<file path="config.mk">
export PLATFORM = sky130hd
export DESIGN_NAME = ser_cfg_bridge
export DESIGN_NICKNAME = d
export VERILOG_FILES = /design/src/rtl/scb_pkg.sv /design/src/rtl/scb_rst_sync.sv /design/src/rtl/scb_line_sync.sv /design/src/rtl/scb_cond_detect.sv /design/src/rtl/scb_frame_rx.sv /design/src/rtl/ser_cfg_bridge.sv
export SDC_FILE = /design/constraint.sdc
export NUM_CORES = 1
export LEC_CHECK = 0
export ABC_AREA = 1
export CORE_MARGIN = 2
export CORE_UTILIZATION = 56
export DETAILED_ROUTE_END_ITERATION = 16
export PLACE_DENSITY = 0.86
export SYNTH_ARGS = -nofsm -noshare
export SYNTH_HDL_FRONTEND = slang
export SYNTH_SLANG_ARGS = --single-unit
export TNS_END_PERCENT = 50
</file>
<file path="constraint.sdc">
create_clock -name clk -period 3.6 [get_ports clk]
set_input_delay 0.54 -clock clk [delete_from_list [all_inputs] [get_ports clk]]
set_output_delay 0.54 -clock clk [all_outputs]
set_load 0.1 [all_outputs]
</file>
<file path="src/rtl/scb_pkg.sv">
package scb_pkg;

  typedef enum logic {
    RX_IDLE = 1'b0,
    RX_BUSY = 1'b1
  } rx_state_e;

  typedef struct packed {
    logic start;
    logic stop;
    logic rise;
    logic fall;
  } line_evt_t;

endpackage

</file>
<file path="src/rtl/scb_rst_sync.sv">
module scb_rst_sync (
  input  logic clk,
  input  logic rst_n,
  output logic rst_sync_n
);

  logic [1:0] rst_pipe_q;

  always_ff @(posedge clk or negedge rst_n) begin
    if (!rst_n) begin
      rst_pipe_q <= 2'b00;
    end else begin
      rst_pipe_q <= {rst_pipe_q[0], 1'b1};
    end
  end

  assign rst_sync_n = rst_pipe_q[1];

endmodule

</file>
<file path="src/rtl/scb_line_sync.sv">
module scb_line_sync #(
  parameter int unsigned W      = 2,
  parameter int unsigned STAGES = 2
) (
  input  logic         clk,
  input  logic         rst_n,
  input  logic [W-1:0] line_i,
  output logic [W-1:0] sync_o,
  output logic [W-1:0] hist_o
);

  for (genvar g = 0; g < W; g++) begin : g_line
    logic [STAGES-1:0] chain_q;
    logic              hist_q;

    // Lines idle high, so reset to 1 to avoid a false edge after reset.
    always_ff @(posedge clk or negedge rst_n) begin
      if (!rst_n) begin
        chain_q <= '1;
        hist_q  <= 1'b1;
      end else begin
        chain_q <= {chain_q[STAGES-2:0], line_i[g]};
        hist_q  <= chain_q[STAGES-1];
      end
    end

    assign sync_o[g] = chain_q[STAGES-1];
    assign hist_o[g] = hist_q;
  end

endmodule

</file>
<file path="src/rtl/scb_cond_detect.sv">
module scb_cond_detect
  import scb_pkg::*;
(
  input  logic      sclk_now,
  input  logic      sclk_old,
  input  logic      sdat_now,
  input  logic      sdat_old,
  output line_evt_t evt_o
);

  logic clk_held_high;

  always_comb begin
    clk_held_high = sclk_now & sclk_old;
    evt_o.start   = clk_held_high &  sdat_old & ~sdat_now;
    evt_o.stop    = clk_held_high & ~sdat_old &  sdat_now;
    evt_o.rise    =  sclk_now & ~sclk_old;
    evt_o.fall    = ~sclk_now &  sclk_old;
  end

endmodule

</file>
<file path="src/rtl/scb_frame_rx.sv">
module scb_frame_rx
  import scb_pkg::*;
#(
  parameter int unsigned ADDR_W = 8,
  parameter int unsigned DATA_W = 32
) (
  input  logic              clk,
  input  logic              rst_n,
  input  line_evt_t         evt_i,
  input  logic              sdat_i,
  output logic              stb_o,
  output logic [ADDR_W-1:0] addr_o,
  output logic [DATA_W-1:0] data_o
);

  localparam int unsigned FRAME_W = ADDR_W + DATA_W;
  localparam int unsigned CNT_W   = $clog2(FRAME_W + 2);
  localparam logic [CNT_W-1:0] CNT_FULL = CNT_W'(FRAME_W);
  localparam logic [CNT_W-1:0] CNT_SAT  = CNT_W'(FRAME_W + 1);

  rx_state_e          state_q, state_d;
  logic [CNT_W-1:0]   cnt_q, cnt_d;
  logic [FRAME_W-1:0] shreg_q, shreg_d;
  logic               pend_q, pend_d;
  logic               pend_vld_q, pend_vld_d;
  logic               stb_q, stb_d;
  logic [ADDR_W-1:0]  addr_q, addr_d;
  logic [DATA_W-1:0]  data_q, data_d;
  logic               shift_en;
  logic               out_en;

  // Next-state logic. A bit is sampled at the serial clock rise and
  // committed at the following fall, so the rise that sets up a stop
  // never counts as a bit.
  always_comb begin
    state_d    = state_q;
    cnt_d      = cnt_q;
    shreg_d    = shreg_q;
    pend_d     = pend_q;
    pend_vld_d = pend_vld_q;
    stb_d      = 1'b0;
    shift_en   = 1'b0;
    out_en     = 1'b0;

    if (evt_i.start) begin
      state_d    = RX_BUSY;
      cnt_d      = '0;
      pend_vld_d = 1'b0;
    end else if (evt_i.stop) begin
      state_d    = RX_IDLE;
      pend_vld_d = 1'b0;
      if (state_q == RX_BUSY && cnt_q == CNT_FULL) begin
        stb_d  = 1'b1;
        out_en = 1'b1;
      end
    end else if (state_q == RX_BUSY) begin
      if (evt_i.rise) begin
        pend_d     = sdat_i;
        pend_vld_d = 1'b1;
      end else if (evt_i.fall && pend_vld_q) begin
        pend_vld_d = 1'b0;
        shift_en   = (cnt_q < CNT_FULL);
        if (cnt_q != CNT_SAT) begin
          cnt_d = cnt_q + CNT_W'(1);
        end
      end
    end

    if (shift_en) begin
      shreg_d = {shreg_q[FRAME_W-2:0], pend_q};
    end
  end

  always_comb begin
    addr_d = addr_q;
    data_d = data_q;
    if (out_en) begin
      addr_d = shreg_q[FRAME_W-1 -: ADDR_W];
      data_d = shreg_q[DATA_W-1:0];
    end
  end

  // Registers
  always_ff @(posedge clk or negedge rst_n) begin
    if (!rst_n) begin
      state_q    <= RX_IDLE;
      cnt_q      <= '0;
      shreg_q    <= '0;
      pend_q     <= 1'b0;
      pend_vld_q <= 1'b0;
      stb_q      <= 1'b0;
      addr_q     <= '0;
      data_q     <= '0;
    end else begin
      state_q    <= state_d;
      cnt_q      <= cnt_d;
      shreg_q    <= shreg_d;
      pend_q     <= pend_d;
      pend_vld_q <= pend_vld_d;
      stb_q      <= stb_d;
      addr_q     <= addr_d;
      data_q     <= data_d;
    end
  end

  assign stb_o  = stb_q;
  assign addr_o = addr_q;
  assign data_o = data_q;

  AST_STB_ONE_CYCLE: assert property (@(posedge clk) disable iff (!rst_n)
    stb_q |=> !stb_q);
  AST_STB_ENDS_FRAME: assert property (@(posedge clk) disable iff (!rst_n)
    stb_q |-> state_q == RX_IDLE);
  AST_CNT_LIMIT: assert property (@(posedge clk) disable iff (!rst_n)
    cnt_q <= CNT_SAT);
  AST_START_RESTARTS: assert property (@(posedge clk) disable iff (!rst_n)
    evt_i.start |=> (cnt_q == '0 && state_q == RX_BUSY));
  AST_IDLE_NO_COUNT: assert property (@(posedge clk) disable iff (!rst_n)
    (state_q == RX_IDLE && !evt_i.start) |=> $stable(cnt_q));
  AST_OUT_HOLD: assert property (@(posedge clk) disable iff (!rst_n)
    !stb_q |-> ($stable(addr_q) && $stable(data_q)));

endmodule

</file>
<file path="src/rtl/ser_cfg_bridge.sv">
module ser_cfg_bridge #(
  parameter int unsigned ADDR_W      = 8,
  parameter int unsigned DATA_W      = 32,
  parameter int unsigned SYNC_STAGES = 2
) (
  input  logic              clk,
  input  logic              rst_n,
  input  logic              ser_clk_i,
  input  logic              ser_dat_i,
  output logic              wr_strobe_o,
  output logic [ADDR_W-1:0] wr_addr_o,
  output logic [DATA_W-1:0] wr_data_o
);

  import scb_pkg::*;

  localparam int unsigned LINE_W = 2;
  localparam int unsigned IDX_CLK = 1;
  localparam int unsigned IDX_DAT = 0;

  logic              rst_sync_n;
  logic [LINE_W-1:0] line_now;
  logic [LINE_W-1:0] line_old;
  line_evt_t         evt;

  scb_rst_sync u_rst_sync (
    .clk        (clk),
    .rst_n      (rst_n),
    .rst_sync_n (rst_sync_n)
  );

  scb_line_sync #(
    .W      (LINE_W),
    .STAGES (SYNC_STAGES)
  ) u_line_sync (
    .clk    (clk),
    .rst_n  (rst_sync_n),
    .line_i ({ser_clk_i, ser_dat_i}),
    .sync_o (line_now),
    .hist_o (line_old)
  );

  scb_cond_detect u_cond (
    .sclk_now (line_now[IDX_CLK]),
    .sclk_old (line_old[IDX_CLK]),
    .sdat_now (line_now[IDX_DAT]),
    .sdat_old (line_old[IDX_DAT]),
    .evt_o    (evt)
  );

  scb_frame_rx #(
    .ADDR_W (ADDR_W),
    .DATA_W (DATA_W)
  ) u_frame (
    .clk    (clk),
    .rst_n  (rst_sync_n),
    .evt_i  (evt),
    .sdat_i (line_now[IDX_DAT]),
    .stb_o  (wr_strobe_o),
    .addr_o (wr_addr_o),
    .data_o (wr_data_o)
  );

endmodule

</file>
After elaboration in Yosys (flattened, before gate mapping)

Cells that the tools add are included.

Output and inout port bits: 41
Input bits: 4
Bits in registers: 98
Word-level logic and storage cells: 64

Equality and inequality tests: 4
Bitwise logic cells: 13
Reduce and logical (&&, ||, !) cells: 11
Order comparisons: 1
Mux-type cells: 21
Add/subtract/negate cells: 1

Operator list:

| cell                                                                    | number |
|---|---|
| 6-bit 2-to-1 mux                                                        | 6 |
| 1-bit 2-to-1 mux                                                        | 15 |
| 2-bit nonzero test                                                      | 4 |
| 1-bit AND                                                               | 7 |
| 6-bit by 1-bit adder with 6-bit output, second input constant           | 1 |
| 6-bit == test, second input constant                                    | 1 |
| 6-bit < comparator, second input constant                               | 1 |
| 6-bit inequality test, second input constant                            | 1 |
| 1-bit NOT                                                               | 6 |
| 5-bit AND reduction                                                     | 1 |
| 2-bit by 1-bit inequality test with 1-bit output, second input constant | 2 |
| 4-bit AND reduction                                                     | 1 |
| 4-bit nonzero test                                                      | 1 |
| 3-bit nonzero test                                                      | 1 |
| 1-bit logical AND                                                       | 2 |
| 2-bit AND reduction                                                     | 1 |

Logic depth before layout (Yosys ltp)

Gate-level depths: netlist (run 1).

Depth after elaboration: 8
Depth in mapped cells: 9
Gate-level depth less buffers: 8

By module

From an unflattened synthesis (run 1), not the netlist that was laid out.

Cell total of the unflattened synthesis: 401
Area, all modules: 4028.9 sq um

Modules (own cells, without submodules):

| module          | times used | area each (sq um) | sequential area each (sq um) | cells each |
|---|---|---|---|---|
| scb_frame_rx    | 1          | 3746.1            | 2252.2                       | 377 |
| scb_line_sync   | 1          | 187.7             | 157.7                        | 10 |
| scb_rst_sync    | 1          | 53.8              | 50.0                         | 3 |
| scb_cond_detect | 1          | 41.3              | 0.0                          | 11 |

Worst setup path after synthesis (run 1)

No wires, ideal clock.

Kind: reg2out
Start point: register u_frame.addr_q[0] (netlist: u_frame.addr_o[0])
End point: output wr_addr_o[0]
Data required time: 3.060 ns
Arrival: 0.898 ns
Setup slack: 2.162 ns
Path buffers: 0
Cell stages (with the launch flop): 1
Path through: dfrtp_1

RTL lines:

| what                     | RTL line             | source |
|---|---|---|
| start: declaration       | scb_frame_rx.sv:27   | `logic [ADDR_W-1:0] addr_q, addr_d;` |
| start signal: assignment | scb_frame_rx.sv:101  | `addr_q <= addr_d;` |
| end: declaration         | ser_cfg_bridge.sv:11 | `output logic [ADDR_W-1:0] wr_addr_o,` |

No word-level cell between the ends.

Final worst setup path (run 1)

Start point: register u_frame.addr_q[0] (netlist: u_frame.addr_o[0])
End point: output wr_addr_o[0]

No word-level cell between the ends.

==> summary.txt, run 1 <==
slew margin rel.: 0.3379
antenna violations before repair: 0
top-area cell type share of the netlist area: 0.5667
die span in x: 89.18 um
Fin Hold WS: 0.3295 ns
FFs w/ async S/R, synth: 1.000
setup violators final: 0
post-synthesis cell type count: 25
# port buffers: 44
crit share post-route: 0.6746
first-pass GRT wire length: 11.07 mm
WL final: 6.570 mm
I/O Pins: 45
layout cells sized above 1: 0.1619
max-cap violation count: 0
largest net degree at the start of global routing: 81
die area: 7952 um^2
Die Ht: 89.18 um
Routed WL per cell: 11.95 um
Clk pin slew, worst setup/hold paths: 0.10 ns
Avg Cell Area, Syn: 10.01 um^2
worst hold path class: in2async
Synth Register Bits: 98
worst slew pin tran: 0.9932 ns
Mapped Area: 4063 um^2
highest-count cells in the layout ignoring fill and taps: 114 x nand2_1, 91 x dfrtp_1, 53 x inv_1, 44 x clkdlybuf4s50_1, 39 x o21ai_2
setup ws final: 1.172 ns
Critical Path End Type: primary output
most common library cell in the layout ignoring fill and taps: nand2_1
RSZ-0062 raised after global routing: no
pwr/cell area: 454.4 nW/um^2
fmax: 0.4118 GHz
grt ovf: 0
Tmin final: 2.428 ns
CTS max path bufs: 2
area growth from synthesis to layout: 16.42%
Setup CP Type: reg2out
Worst-Skew Late Latency: 0.37 ns
Hold Fails Final Rpt: 0
Syn Nets: 413
Layout Nets: 453
status: complete, no violations
Worst R2R Path Depth: 8
Critical Path Start Type: flop
Critical Path Slowest Stage Cell: clkdlybuf4s50_1
Worst R2R Start: u_frame.cnt_q[0]$_DFFE_PN0P_
via density per instance: 4.922
maximum VDD drop: 0.2161 mV
starting density of the core: 0.5692
Site Rows: 31
r2r setup slk: 1.52 ns
Req. time, crit path: 3.06 ns
core area: 7137 um^2
CTS Buf Count: 9
post-CTS setup buffer count: 0
Pleak: 2.094 nW
vias: 2707
DR DRC count: 0
final slew viol count: 0
worst stage delay on the critical path: 1.14 ns
final setup TNS: 0 ns
DR pass1 iterations: 5
CP Buf/Inv Count: 1
Arr. time, crit path: 1.89 ns
FF-to-FF End: u_frame.data_o[14]$_DFFE_PN0P_
vias in the first global route: 2576
CTS tree: done
Pwr Total: 0.002149 W
clock root buffer: clkbuf_8
post-synth top area cell: dfrtp_1
Setup WS pre-CTS: 1.556 ns
GR Util All Layers: 0.1825
DRT iter0 DRCs: 134
RePlAce Congestion: 0.8118
CP Cell Sequence: clkdlybuf4s50_1
Layout Skew: 0.01550 ns
post-cts resize count: 0
CP Max Fanout: 2
Hold Buf Count CTS: 0
H-tree levels: 3
predominant post-synthesis flop cell: dfrtp_1
clock sinks: 98
Routed Antenna Nets: 0
Post-synth EDFFs: 0
top post-synthesis cells by area: dfrtp_1 57%, nand2_1 11%, o21ai_2 8.4%
sequential fraction of the synthesis area: 0.6055
CP delay by family, top: buffers and inverters
diode count: 0
Mapped Cells: 406
yosys warns: 0
Detail Placement HPWL: 4.537 mm
synth_stat cells, types with 2 or more instances:
cell type,number
nand3_1,10
nand2_2,4
ha_1,3
o21ai_1,28
o21ai_2,39
buf_6,8
nor2_4,2
nand2_1,114
buf_2,8
dfrtp_1,92
buf_4,2
o21ai_0,14
o21bai_1,2
nor2_1,12
inv_1,53
dfstp_2,6
area by class of cell:
type / instances / area [um^2]
sequential: 98 / 2464
timing repair buffer: 47 / 462.9
multi-input combinational: 236 / 1250
fill: 544 / 2407
inverter: 54 / 207.7
clock inverter: 4 / 76.32
clock buffer: 12 / 145.1
tap: 99 / 123.9
cells by family after synthesis:
logic type / after synthesis / share of synthesized area
AO/OA/AOI/OAI: 84 / 0.1407
AND/OR/NAND/NOR: 147 / 0.1546
other: 1 / 0.0009230
adder cells (fa/ha/maj): 3 / 0.009240
buffers and inverters: 72 / 0.08685
XOR/XNOR: 1 / 0.002156
flip-flops: 98 / 0.6055
per-layer routing:
layer  global-route usage  share of wire  vias to the layer above
met5                    0              0                        -
met4              0.08141          0.021                        0
met3              0.04340          0.035                       12
met2               0.3064           0.50                       55
met1               0.2255           0.45                     1294
li1                     -              -                     1346
how the worst max path moves through the flow:
stage / startpoint / endpoint / cells after the start
6_report: u_frame.addr_o[0]$_DFFE_PN0P_ / wr_addr_o[0] / 1
5_1_grt: u_frame.data_o[22]$_DFFE_PN0P_ / wr_data_o[22] / 1
4_1_cts: u_frame.data_o[22]$_DFFE_PN0P_ / wr_data_o[22] / 1
3_5_place_dp: u_frame.cnt_q[0]$_DFFE_PN0P_ / u_frame.data_o[1]$_DFFE_PN0P_ / 8
3_3_place_gp: u_frame.addr_o[0]$_DFFE_PN0P_ / wr_addr_o[0] / 1
2_1_floorplan: u_rst_sync.rst_pipe_q[1]$_DFF_PN0_ / u_frame.addr_o[0]$_DFFE_PN0P_ / 0
sequential cells by signal, indices dropped and copies added, names as in the netlist:
name	flops
u_line_sync.g_line.hist_q	2
u_frame.pend_q	1
u_frame.stb_o	1
u_rst_sync.rst_pipe_q	2
u_frame.state_q	1
u_frame.data_o	32
u_frame.shreg_q	40
u_frame.cnt_q	6
u_frame.pend_vld_q	1
u_line_sync.g_line.chain_q	4
u_frame.addr_o	8
report_power, final:
part	leakage (nW)	internal (W)	switching [W]
clock network	0.107	0.000414	0.000360
logic	0.656	0.0000573	0.000104
registers	1.33	0.00115	0.0000648
through the flow:
stage	std cells	instance area, um^2	util
finish	550	4730	0.6627
global route	550	4730	0.6627
CTS	550	4730	0.6627
detailed placement	534	4508	0.6317
global placement	534	4508	0.6317
floorplan	406	4063	-
No activity file was read; power rests on OpenSTA's default activity.
==> inputs of run 2 (changes only) <==
==> constraint.sdc (replaced) <==
create_clock -name clk -period 2.4 [get_ports clk]
set_input_delay 0.36 -clock clk [delete_from_list [all_inputs] [get_ports clk]]
set_output_delay 0.36 -clock clk [all_outputs]
set_load 0.1 [all_outputs]
==> run 2 against run 1 <==
  * Register-to-register slack worse by 0.99 ns
  * Non-clock buffer count is 3 higher
  * Via count hardly changed
  * Clock-buffer cell count is 1 lower
  * Cell area is 0.77% lower
  * Utilization is 0.51 points lower
  * Flip-flop and latch count stayed put
  * Final cell count is 0.55% higher
  * Routed wire length is 7.5% higher
  * Clock power is 54% higher
  * Hold slack worse by 0.18 ns
  * Critical path depth is 5 higher
  * Critical endpoint is now u_frame.shreg_q[31]$_DFFE_PN0P_
==> summary.txt, run 2 (synthesis gave the netlist of run 1 again) <==
RSZ-0062 raised after global routing: no
layout cells sized above 1: 0.2599
largest net degree at the start of global routing: 50
CP delay by family, top: simple AND/OR/NAND/NOR gates
core area: 7137 um^2
fill count: 573
CP Depth: 6
area growth from synthesis to layout: 15.52%
worst hold path class: in2async
Setup CP Type: reg2reg
grt ovf: 0
clock network fraction of total power: 0.365
P_sw: 0.0008285 W
r2r setup slk: 0.53 ns
Critical Path Slowest Stage Cell: dfstp_2
# port buffers: 44
starting density of the core: 0.5692
clock root buffer: clkbuf_8
final slew viol count: 0
Detail Placement HPWL: 4.766 mm
CTS tree: done
vias: 2709
clock sinks: 98
GR Util All Layers: 0.1928
die span in x: 89.18 um
Req. time, crit path: 2.62 ns
Int Pwr: 0.002443 W
highest-count cells in the layout ignoring fill and taps: 114 x nand2_1, 91 x dfrtp_1, 53 x inv_1, 44 x buf_4, 39 x o21ai_2
Worst R2R Start: u_line_sync.g_line[1].hist_q$_DFF_PN1_
Layout Nets: 456
Tmin final: 1.865 ns
Arr. time, crit path: 2.09 ns
crit share post-route: 0.7773
fmax: 0.5361 GHz
antenna violations before repair: 0
FF-to-FF End: u_frame.shreg_q[31]$_DFFE_PN0P_
CP Buf/Inv Count: 2
CP Max Fanout: 28
DR pass1 iterations: 4
Hold Buf Count CTS: 0
first-pass GRT wire length: 11.67 mm
WL final: 7.064 mm
status: complete, no violations
worst stage delay on the critical path: 0.56 ns
CTS max path bufs: 2
most common library cell in the layout ignoring fill and taps: nand2_1
Critical Path Start Type: flop
CP Cell Sequence: nand3_1 > inv_1 > nand3_2 > buf_4 > nand2_1 > o21ai_0
Routed Antenna Nets: 0
Layout Skew: 0.01094 ns
non-filler cells, final: 553
slew margin rel.: 0.5816
Fin Hold WS: 0.1467 ns
max-cap violation count: 0
placed cell count: 537
DR DRC count: 0
via density per instance: 4.899
Pwr Total: 0.003271 W
post-CTS setup buffer count: 0
diode count: 0
Clk pin slew, worst setup/hold paths: 0.09 ns
Critical Path End Type: flop
Pleak: 2.210 nW
CP Launch Point: u_line_sync.g_line[1].hist_q$_DFF_PN1_
Worst-Skew Late Latency: 0.36 ns
Sw Share: 0.2533
RePlAce Congestion: 0.7613
Site Rows: 31
Hold Fails Final Rpt: 0
setup violators final: 0
Worst R2R Path Depth: 6
Routed WL per cell: 12.77 um
H-tree levels: 3
I/O Pins: 45
die area: 7952 um^2
post-cts resize count: 0
CTS Buf Count: 9
maximum VDD drop: 0.3208 mV
largest reg by FF count: u_frame.shreg_q
number of flip-flops under the largest register name: 40
DRT iter0 DRCs: 201
combinational power share: 0.080
pwr/cell area: 697.0 nW/um^2
sequential share of power: 0.556
worst slew pin tran: 0.6276 ns
post-layout util: 0.6576
Worst Setup EP: u_frame.shreg_q[31]$_DFFE_PN0P_
final setup TNS: 0 ns
vias in the first global route: 2592
Die Ht: 89.18 um
[run 2: worst reg2reg max path, delay by kind of cell (launching register included)]
family / cells / cell delay, ns
AO/OA/AOI/OAI: 1 / 0.08
flip-flops: 1 / 0.56
buffers and inverters: 2 / 0.50
AND/OR/NAND/NOR: 3 / 0.59
[run 2: layer usage]
layer  vias up  GRT usage  routed length, um  share of wire
li1       1351          -                  -              -
met1      1304     0.2508               3166           0.45
met2        44     0.3152               3553           0.50
met3        10    0.04340                231          0.033
met4         0    0.07870                112          0.016
met5         -          0                  0              0
[run 2: power groups by stage]
| stage | registers (W) | logic (W) | clock network (W) |
|---|---|---|---|
| CTS | 0.00182 | 0.000265 | 0.00122 |
| global placement | 0.00184 | 0.000245 | 0 |
| detailed placement | 0.00185 | 0.000262 | 0 |
| global route | 0.00183 | 0.000306 | 0.00127 |
| floorplan | 0.00182 | 0.000214 | 0 |
| finish | 0.00182 | 0.000261 | 0.00119 |
[run 2: worst min-delay path by stage]
stage                                             startpoint                            endpoint  slack, ns  cells after the start
final                                                  rst_n  u_rst_sync.rst_pipe_q[1]$_DFF_PN0_       0.15                      1
after global placement    u_rst_sync.rst_pipe_q[0]$_DFF_PN0_  u_rst_sync.rst_pipe_q[1]$_DFF_PN0_       0.33                      0
after floorplan                                        rst_n  u_rst_sync.rst_pipe_q[0]$_DFF_PN0_       0.06                      0
after global routing                                   rst_n  u_rst_sync.rst_pipe_q[1]$_DFF_PN0_       0.13                      1
after CTS                                              rst_n  u_rst_sync.rst_pipe_q[1]$_DFF_PN0_       0.13                      1
after detailed placement  u_rst_sync.rst_pipe_q[0]$_DFF_PN0_  u_rst_sync.rst_pipe_q[1]$_DFF_PN0_       0.34                      0
[run 2: per-stage QoR]
step / instance area, um^2 / setup WS [ns]
final: 4693 / 0.5346
after global routing: 4693 / 0.3685
after CTS: 4693 / 0.5371
after detailed placement: 4466 / 0.5452
after global placement: 4466 / 0.6544
after floorplan: 4064 / 0.7586
[run 2: final cells by class]
type,instances,area [um^2],area share
clock inverters,5,86.33,0.01840
repair buffers,50,420.4,0.08958
flip-flops and latches,98,2464,0.5249
clock buffers,11,141.4,0.03013
well taps,99,123.9,0.02639
multi-input cells,236,1250,0.2663
inverters,54,207.7,0.04425
